==> src/rtl/usb_ls_pkg.sv <==
package usb_ls_pkg;

  typedef enum logic [1:0] {
    SYM_SE0 = 2'd0,
    SYM_J   = 2'd1,
    SYM_K   = 2'd2,
    SYM_SE1 = 2'd3
  } line_sym_t;

  typedef enum logic [1:0] {
    PH_IDLE = 2'd0,
    PH_DATA = 2'd1,
    PH_END  = 2'd2
  } phase_t;

  // Line pair to symbol; low speed swaps the polarity of J and K.
  function automatic line_sym_t decode_pair(input logic dp, input logic dm,
                                            input logic low);
    line_sym_t s;
    case ({dp, dm})
      2'b00:   s = SYM_SE0;
      2'b11:   s = SYM_SE1;
      2'b10:   s = low ? SYM_K : SYM_J;
      default: s = low ? SYM_J : SYM_K;
    endcase
    return s;
  endfunction

endpackage

==> src/rtl/usb_ls_sync.sv <==
module usb_ls_sync #(
  parameter int WIDTH  = 2,
  parameter int STAGES = 2
) (
  input  logic             clk_i,
  input  logic             rst_i,
  input  logic [WIDTH-1:0] d_i,
  output logic [WIDTH-1:0] q_o
);

  logic [WIDTH-1:0] stage_q [STAGES];

  generate
    for (genvar g = 0; g < STAGES; g++) begin : g_stage
      if (g == 0) begin : g_first
        always_ff @(posedge clk_i) begin
          if (rst_i) stage_q[g] <= '0;
          else       stage_q[g] <= d_i;
        end
      end else begin : g_next
        always_ff @(posedge clk_i) begin
          if (rst_i) stage_q[g] <= '0;
          else       stage_q[g] <= stage_q[g-1];
        end
      end
    end
  endgenerate

  assign q_o = stage_q[STAGES-1];

endmodule

==> src/rtl/usb_ls_symmap.sv <==
module usb_ls_symmap
  import usb_ls_pkg::*;
(
  input  logic      dp_i,
  input  logic      dm_i,
  input  logic      low_speed_i,
  output line_sym_t sym_o
);

  always_comb sym_o = decode_pair(dp_i, dm_i, low_speed_i);

endmodule

==> src/rtl/usb_ls_bittimer.sv <==
module usb_ls_bittimer #(
  parameter int FRAC_BITS = 8,
  parameter int CNT_W     = 16,
  localparam int ACC_W    = CNT_W + FRAC_BITS
) (
  input  logic             clk_i,
  input  logic             rst_i,
  input  logic             start_i,
  input  logic             run_i,
  input  logic [ACC_W-1:0] width_fx_i,
  output logic             tick_o
);

  logic [CNT_W-1:0] elapsed_q;
  logic [ACC_W-1:0] target_q;

  assign tick_o = run_i && (elapsed_q >= target_q[ACC_W-1:FRAC_BITS]);

  always_ff @(posedge clk_i) begin
    if (rst_i) begin
      elapsed_q <= '0;
      target_q  <= '0;
    end else if (start_i) begin
      elapsed_q <= CNT_W'(1);
      target_q  <= width_fx_i >> 1;
    end else if (run_i) begin
      elapsed_q <= elapsed_q + CNT_W'(1);
      if (tick_o) target_q <= target_q + width_fx_i;
    end else begin
      elapsed_q <= '0;
      target_q  <= '0;
    end
  end

  // bit instants are at least two clocks apart, never back to back
  assert_tick_spacing_R5: assert property (@(posedge clk_i) disable iff (rst_i)
    tick_o |=> !tick_o);

endmodule

==> src/rtl/usb_line_sampler.sv <==
module usb_line_sampler
  import usb_ls_pkg::*;
#(
  parameter int FRAC_BITS = 8,
  parameter int BIT_FS_FX = 4267,
  parameter int BIT_LS_FX = 34133,
  parameter int MAX_BITS  = 64
) (
  input  logic       clk_i,
  input  logic       rst_i,
  input  logic       dp_i,
  input  logic       dm_i,
  input  logic       low_speed_i,
  output logic       sym_valid_o,
  output logic [1:0] sym_code_o,
  output logic       sop_o,
  output logic       eop_o,
  output logic       se1_err_o,
  output logic       timeout_o
);

  localparam int WMAX_FX = (BIT_LS_FX > BIT_FS_FX) ? BIT_LS_FX : BIT_FS_FX;
  localparam int CNT_W   = $clog2((MAX_BITS + 2) * ((WMAX_FX >> FRAC_BITS) + 1)) + 1;
  localparam int ACC_W   = CNT_W + FRAC_BITS;
  localparam int BN_W    = $clog2(MAX_BITS + 1);
  localparam logic [ACC_W-1:0] W_FS = ACC_W'(BIT_FS_FX);
  localparam logic [ACC_W-1:0] W_LS = ACC_W'(BIT_LS_FX);
  localparam logic [BN_W-1:0]  LAST_BIT = BN_W'(MAX_BITS - 1);

  logic [1:0]       line_s;
  line_sym_t        sym_now;
  phase_t           phase_q;
  logic [BN_W-1:0]  bitnum_q;
  logic             prev_se0_q;
  logic             start, run, tick, eop_hit;
  logic [ACC_W-1:0] width_fx;

  usb_ls_sync #(.WIDTH(2), .STAGES(2)) u_sync (
    .clk_i (clk_i),
    .rst_i (rst_i),
    .d_i   ({dp_i, dm_i}),
    .q_o   (line_s)
  );

  usb_ls_symmap u_map (
    .dp_i        (line_s[1]),
    .dm_i        (line_s[0]),
    .low_speed_i (low_speed_i),
    .sym_o       (sym_now)
  );

  assign width_fx = low_speed_i ? W_LS : W_FS;
  assign start    = (phase_q == PH_IDLE) && (sym_now == SYM_K);
  assign run      = (phase_q != PH_IDLE);
  assign eop_hit  = (phase_q == PH_END) && prev_se0_q && (sym_now == SYM_J);

  usb_ls_bittimer #(.FRAC_BITS(FRAC_BITS), .CNT_W(CNT_W)) u_timer (
    .clk_i      (clk_i),
    .rst_i      (rst_i),
    .start_i    (start),
    .run_i      (run),
    .width_fx_i (width_fx),
    .tick_o     (tick)
  );

  always_ff @(posedge clk_i) begin
    if (rst_i) begin
      phase_q     <= PH_IDLE;
      bitnum_q    <= '0;
      prev_se0_q  <= 1'b0;
      sym_valid_o <= 1'b0;
      sym_code_o  <= 2'd0;
      sop_o       <= 1'b0;
      eop_o       <= 1'b0;
      se1_err_o   <= 1'b0;
      timeout_o   <= 1'b0;
    end else begin
      sym_valid_o <= 1'b0;
      eop_o       <= 1'b0;
      se1_err_o   <= 1'b0;
      timeout_o   <= 1'b0;
      sop_o       <= start;
      if (start) begin
        phase_q    <= PH_DATA;
        bitnum_q   <= '0;
        prev_se0_q <= 1'b0;
      end else if (run && tick) begin
        sym_valid_o <= 1'b1;
        sym_code_o  <= sym_now;
        se1_err_o   <= (sym_now == SYM_SE1);
        prev_se0_q  <= (sym_now == SYM_SE0);
        bitnum_q    <= bitnum_q + BN_W'(1);
        if (eop_hit) begin
          eop_o    <= 1'b1;
          phase_q  <= PH_IDLE;
          bitnum_q <= '0;
        end else if (bitnum_q == LAST_BIT) begin
          timeout_o <= 1'b1;
          phase_q   <= PH_IDLE;
          bitnum_q  <= '0;
        end else if (phase_q == PH_DATA && sym_now == SYM_SE0) begin
          phase_q <= PH_END;
        end
      end
    end
  end

  // start pulse never coincides with a sample and lasts one cycle
  assert_sop_alone_R3: assert property (@(posedge clk_i) disable iff (rst_i)
    sop_o |-> !sym_valid_o);
  assert_sop_single_R3: assert property (@(posedge clk_i) disable iff (rst_i)
    sop_o |=> !sop_o);
  // end of packet is reported on a J sample
  assert_eop_on_j_R6: assert property (@(posedge clk_i) disable iff (rst_i)
    eop_o |-> (sym_valid_o && sym_code_o == SYM_J));
  // after end of packet the block is idle, no sample follows at once
  assert_eop_idle_R7: assert property (@(posedge clk_i) disable iff (rst_i)
    eop_o |=> !sym_valid_o);
  // error pulse only with an SE1 sample
  assert_se1_flag_R8: assert property (@(posedge clk_i) disable iff (rst_i)
    se1_err_o |-> (sym_valid_o && sym_code_o == SYM_SE1));
  // timeout rides on a sample and excludes end of packet
  assert_timeout_sample_R9: assert property (@(posedge clk_i) disable iff (rst_i)
    timeout_o |-> (sym_valid_o && !eop_o));
  // strobes are low in the cycle after reset
  assert_reset_quiet_R10: assert property (@(posedge clk_i)
    $past(rst_i) |-> !(sym_valid_o || sop_o || eop_o || timeout_o));

endmodule

==> config.mk <==
export PLATFORM = sky130hd
export DESIGN_NAME = usb_line_sampler
export DESIGN_NICKNAME = d
export VERILOG_FILES = /design/src/rtl/usb_ls_pkg.sv /design/src/rtl/usb_ls_sync.sv /design/src/rtl/usb_ls_symmap.sv /design/src/rtl/usb_ls_bittimer.sv /design/src/rtl/usb_line_sampler.sv
export SDC_FILE = /design/constraint.sdc
export NUM_CORES = 1
export LEC_CHECK = 0
export ABC_CLOCK_PERIOD_IN_PS = 7000
export BUFFER_PORTS_ARGS = -buffer_cell sky130_fd_sc_hd__buf_2
export CELL_PAD_IN_SITES_DETAIL_PLACEMENT = 0
export CELL_PAD_IN_SITES_GLOBAL_PLACEMENT = 2
export CORE_UTILIZATION = 24
export DETAILED_ROUTE_END_ITERATION = 16
export GPL_TIMING_DRIVEN = 0
export PLACE_DENSITY_LB_ADDON = 0.1
export SYNTH_ARGS = -nofsm -noshare
export SYNTH_HDL_FRONTEND = slang
export SYNTH_HIERARCHICAL = 1
export SYNTH_SLANG_ARGS = --single-unit
==> constraint.sdc <==
create_clock -name clk_i -period 7 [get_ports clk_i]
set_input_delay 0.35 -clock clk_i [delete_from_list [all_inputs] [get_ports clk_i]]
set_output_delay 0.35 -clock clk_i [all_outputs]
set_load 0.01 [all_outputs]
== Word level (Yosys, flattened, before mapping) ==
Memory sizes are Yosys's and may differ from the RTL's.
Cells that the tools add are included.

* RAM bits: 4
* Register bits after elaboration: 55
* Input bits: 5
* Memories: 1
* Word-level logic and storage cells: 77

{| class="wikitable"
|+ Memory list
! memory !! depth !! width !! rd ports !! clocked after Yosys merged registers in !! wr ports !! RTL line !! source
|-
| u_sync.stage_q || 2 || 2 || 2 || 0 || 2 || usb_ls_sync.sv:11 || <nowiki>logic [WIDTH-1:0] stage_q [STAGES];</nowiki>
|}

* Reduce and logical (&&, ||, !) cells: 20
* Order comparisons: 1
* Bitwise logic cells: 5
* Add/subtract/negate cells: 3
* Eq/ne operators: 9
* Muxes and demuxes: 24

{| class="wikitable"
|+ Operators with widths
! operator !! number
|-
| two-way mux 22 bit || 3
|-
| adder 23 x 16 -> 23 bit || 1
|-
| two-way mux 16 bit || 1
|-
| adder 15 x 1 -> 15 bit, second input constant || 1
|-
| >= comparator 15 bit || 1
|-
| two-way mux 2 bit || 7
|-
| two-way mux 7 bit || 2
|-
| == test 2 bit, second input constant || 5
|-
| two-way mux 1 bit || 10
|-
| adder 7 x 1 -> 7 bit, second input constant || 1
|-
| == test 7 x 6 -> 1 bit, second input constant || 1
|-
| logical AND 1 bit || 6
|-
| logical NOT 2 bit || 3
|-
| one-hot mux 2 bit (3 select lines) || 1
|-
| AND reduction 2 bit || 3
|-
| OR reduction 3 bit || 2
|-
| == test 2 x 1 -> 1 bit, second input constant || 2
|-
| nonzero test 2 bit || 2
|-
| nonzero test 4 bit || 1
|-
| OR reduction 4 bit || 1
|-
| inequality test 3 x 2 -> 1 bit, second input constant || 1
|-
| inverter 1 bit || 3
|-
| nonzero test 3 bit || 1
|-
| OR 1 bit || 2
|-
| OR reduction 2 bit || 1
|}

== Depth between registers and ports, before layout ==
An unclocked memory read counts as a cell.

* Word-level depth: 10
* Gate-level depth with buffers: 11
* Gate-level depth less buffers: 11

== Hierarchy ==
The synthesis kept the hierarchy.

{| class="wikitable"
|+ By module, submodules not included
! module !! cells an instance !! seq. area each (µm²) !! times used !! area an instance (µm²)
|-
| usb_ls_bittimer || 407 || 760.7 || 1 || 3250.6
|-
| usb_line_sampler || 92 || 340.3 || 1 || 824.5
|-
| usb_ls_sync || 8 || 80.1 || 1 || 105.1
|-
| usb_ls_symmap || 2 || 0.0 || 1 || 22.5
|}

== Worst setup path before layout ==
No wires, ideal clock.

* Path type: reg-to-reg
* Start: register u_timer.elapsed_q[0]
* End: register bitnum_q[0]
* Data required time: 6934 ps
* Path slack: 4498 ps
* Arrival time: 2436 ps
* Period minus slack after synthesis: 2502 ps
* Stages on the path, launching flop included: 11
* Cell sequence: dfxtp_1 inv_1 ha_1 nor2b_4 o21ai_2 a21oi_2 o41ai_4 and2_1 o21ai_2 or4_4 a21oi_2

* Longest elaborated chain between the ends: 3

{| class="wikitable"
|+ RTL lines
! what !! RTL line !! source
|-
| start: declaration || usb_ls_bittimer.sv:14 || <nowiki>logic [CNT_W-1:0] elapsed_q;</nowiki>
|-
| start signal: assignment || usb_ls_bittimer.sv:27 || <nowiki>elapsed_q <= elapsed_q + CNT_W'(1);</nowiki>
|-
| >= comparator 15 bit || usb_ls_bittimer.sv:17 || <nowiki>assign tick_o = run_i && (elapsed_q >= target_q[ACC_W-1:FRAC_BITS]);</nowiki>
|-
| logical AND 1 bit || usb_ls_bittimer.sv:17 ||
|-
| named net tick || usb_line_sampler.sv:35 || <nowiki>logic start, run, tick, eop_hit;</nowiki>
|-
| logical AND 1 bit || usb_line_sampler.sv:87 || <nowiki>end else if (run && tick) begin</nowiki>
|-
| end signal: assignment || usb_line_sampler.sv:92 || <nowiki>bitnum_q <= bitnum_q + BN_W'(1);</nowiki>
|-
| end: declaration || usb_line_sampler.sv:33 || <nowiki>logic [BN_W-1:0] bitnum_q;</nowiki>
|}

The timed path passes the listed nets, and every way through them passes these cells.
A chain may end at the register's enable or synchronous reset.

== Final worst setup path ==
Same ends and word-level chain as after synthesis.

==> metrics.txt <==
outcome=complete, but fails checks; failing checks=DRC; Min Clock Period, post-route=3100 ps; Hold Crit Class=in2reg; Hold Path Depth=2; pwr dens=229 nW/um^2; Die ar.=18000 um^2; largest net degree at the start of global routing=16; fin crit share=0.443; Worst-Skew Late Latency=330 ps; Synth area leaders=dfxtp_1, ha_1, a21oi_1; worst-path fanout max=7; cell taking the most area after synthesis=dfxtp_1; vias in the first global route=3446; CTS tree=yes; Starting DRT DRC Count=158; Post-synth EDFFs=0; Row Count=48; hold path endpoint=u_sync/stage_q[0][1]; Mapped Area=4200 um^2; Total Routing Usage GR=0.134; internal power=831 uW; GRT overflow=0; cts bufs inserted=9; fillers=1868; final-stage net count=598; Worst Skew=5.91 ps; DRC viols=2; floorplan core area=17200 um^2; Worst Path Required=7260 ps; R2R cell count=10; Initial Utilization=0.245; Post-Synthesis Cells=509; Final Non-Filler Cells=782; post-synth top area share=0.281; GPL Wtd Cong=0.716; first-pass GRT wire length=18.6 mm; Multi-input gate area=2900 um^2; CTS H-Tree Depth=3; worst r2r src=u_timer/elapsed_q[0]; ys async rst share=0; DP Wirelength=8.99 mm; Psw=310 uW; clock slew at reported path FFs=50 ps; clock sinks=59; synth warn=6; final hold vios=0; Worst setup SP type=flip-flop; setup repair bufs after CTS=0; clock buffer depth=2; Worst Tran Pin Value=619 ps; Placed Cells=767; Seq/Total Area, Yosys=0.281; Net Sw Frac=0.272; setup tns final=0 ps; Port Buffers=11; Critical Path Sink Type=flip-flop; Sequential Power Share=0.312; WL per Instance=14.7 um; Logic pwr share=0.213; diodes inserted=0; worst path arrival time=3360 ps; synthesized area per cell=8.26 um^2; hold buffer count at CTS=0; CP Class=reg2reg; CTS Root Cell=clkbuf_16; Top Ports=12; FF/Latch Area=1180 um^2; chip width=134 um; post-CTS sizing=0; top_reg_cell synth=dfxtp_1; Worst VDD drop=0.0000882 V; Max Cap Viol=0; reg2reg end=bitnum_q[0]; max-slew violation count=0; hold_sp=dp_i; reg2reg setup slack=3900 ps; initial antenna violation count=0; Clock power frac=0.475; Die H=134 um; P_leak=0.00198 uW; post-route antenna net violation count=0; Detailed Routing Iterations Pass 1=10; layout cells sized above 1=0.124; vias per inst=4.55; final WL=11.5 mm; RSZ-0062 raised after global routing=false; synthesized flop and latch total=59; fmax=323 MHz; Relative slew margins=0.586; post-synth cell types=68; Synth-to-Final Area Change=18.6%; final setup fails=0; routed via count=3561
[how the worst max path moves through the flow]
stage,start,to,slack (ps),depth (start not counted)
2_1_floorplan,u_timer/elapsed_q[0],bitnum_q[0],4500,10
3_3_place_gp,low_speed_i,u_timer/target_q[21],3630,10
5_1_grt,u_timer/elapsed_q[0],bitnum_q[0],3690,10
6_report,u_timer/elapsed_q[0],bitnum_q[0],3900,10
3_5_place_dp,low_speed_i,u_timer/target_q[22],3680,10
4_1_cts,u_timer/elapsed_q[0],bitnum_q[0],3780,10
[flip-flops by register name, indices dropped and copies added, names as in the netlist]
name,count
timeout_o,1
prev_se0_q,1
bitnum_q,7
sym_valid_o,1
sym_code_o,2
se1_err_o,1
sop_o,1
u_timer/target_q,23
u_timer/elapsed_q,15
phase_q,2
eop_o,1
u_sync/stage_q,4
[layout make-up]
| cell class | count | share of cell area |
|---|---|---|
| Multi-Input combinational cell | 427 | 0.582 |
| Sequential cell | 59 | 0.237 |
| Tap cell | 225 | 0.0565 |
| Clock buffer | 10 | 0.0479 |
| Clock inverter | 5 | 0.0251 |
| Buffer | 21 | 0.0228 |
| Inverter | 24 | 0.0181 |
| Timing Repair Buffer | 11 | 0.0110 |
[critical path, stage by stage (launching register included)]
cell     delay, ps
dfxtp_1        450
inv_1          100
ha_1           330
nor2b_4         50
o21ai_2        140
a21oi_2         90
o41ai_4        590
and2_1         430
o21ai_2        180
or4_4          540
a21oi_2        140
[synth_stat cells (4+ instances only)]
cell,number
ha_1,39
nand2_1,52
inv_1,24
a21oi_1,49
o21a_1,6
or3_1,4
nand3_1,15
a211oi_1,9
a21o_1,12
mux2_2,6
xnor2_1,11
a21oi_2,4
nor2b_1,9
clkbuf_1,12
o21ai_0,23
nor2_1,40
a31oi_1,9
nor3_1,8
o21ai_2,4
xor2_1,16
nand4_1,9
and3_1,6
dfxtp_1,59
o21ai_1,7
nand2b_1,6
a22oi_1,6
[layout by cell type (no fill, tap or decap), drive strengths merged, types with 2 or more instances in the layout]
| master | count |
|---|---|
| buf | 19 |
| nand3 | 16 |
| xor2 | 16 |
| o21a | 6 |
| nor3 | 8 |
| nand2 | 52 |
| and2 | 4 |
| nand4 | 9 |
| or2 | 4 |
| a211oi | 12 |
| a22oi | 6 |
| or3 | 4 |
| nor2 | 40 |
| a31oi | 10 |
| nor3b | 2 |
| dfxtp | 59 |
| nand2b | 6 |
| a21oi | 53 |
| conb | 24 |
| a21o | 13 |
| nor2b | 10 |
| clkbuf | 23 |
| a311oi | 3 |
| ha | 39 |
| nand3b | 3 |
| o21ai | 34 |
| inv | 24 |
| o211a | 2 |
| bufinv | 4 |
| xnor2 | 11 |
| o211ai | 3 |
| o31ai | 2 |
| o21bai | 2 |
| and3 | 6 |
| mux2i | 3 |
| mux2 | 7 |
[layer usage]
| metal | GRT usage | part of all wire |
|---|---|---|
| met1 | 0.182 | 0.52 |
| met2 | 0.209 | 0.44 |
| met3 | 0.0242 | 0.016 |
| met4 | 0.0549 | 0.020 |
| met5 | 0 | 0 |
[power groups by stage]
stage                     sequential, uW  combinational (uW)  clock, uW
after global placement               364                 246          0
final                                356                 243        542
after CTS                            356                 245        562
after global routing                 357                 273        575
after floorplan                      359                 185          0
after detailed placement             363                 245          0
[cell families after synthesis]
family,Yosys count,share of synthesized area
AO/OA/AOI/OAI,154,0.258
adder cells (fa/ha/maj),40,0.121
XOR/XNOR,27,0.0563
AND/OR/NAND/NOR,172,0.208
buffers and inverters,45,0.0485
flip-flops,59,0.281
multiplexers,10,0.0259
other,2,0.00179
[stage by stage]
stage,area [um^2],total power [uW],util,hold slack [ps],setup WS (ps)
6_report,4990,1140,0.290,233,3900
5_1_grt,4990,1210,0.290,239,3690
4_1_cts,4990,1160,0.290,219,3780
3_5_place_dp,4620,608,0.269,427,3680
3_3_place_gp,4620,609,0.269,428,3630
2_1_floorplan,4290,544,-,414,4500
Power figures use the tool's default switching activity.
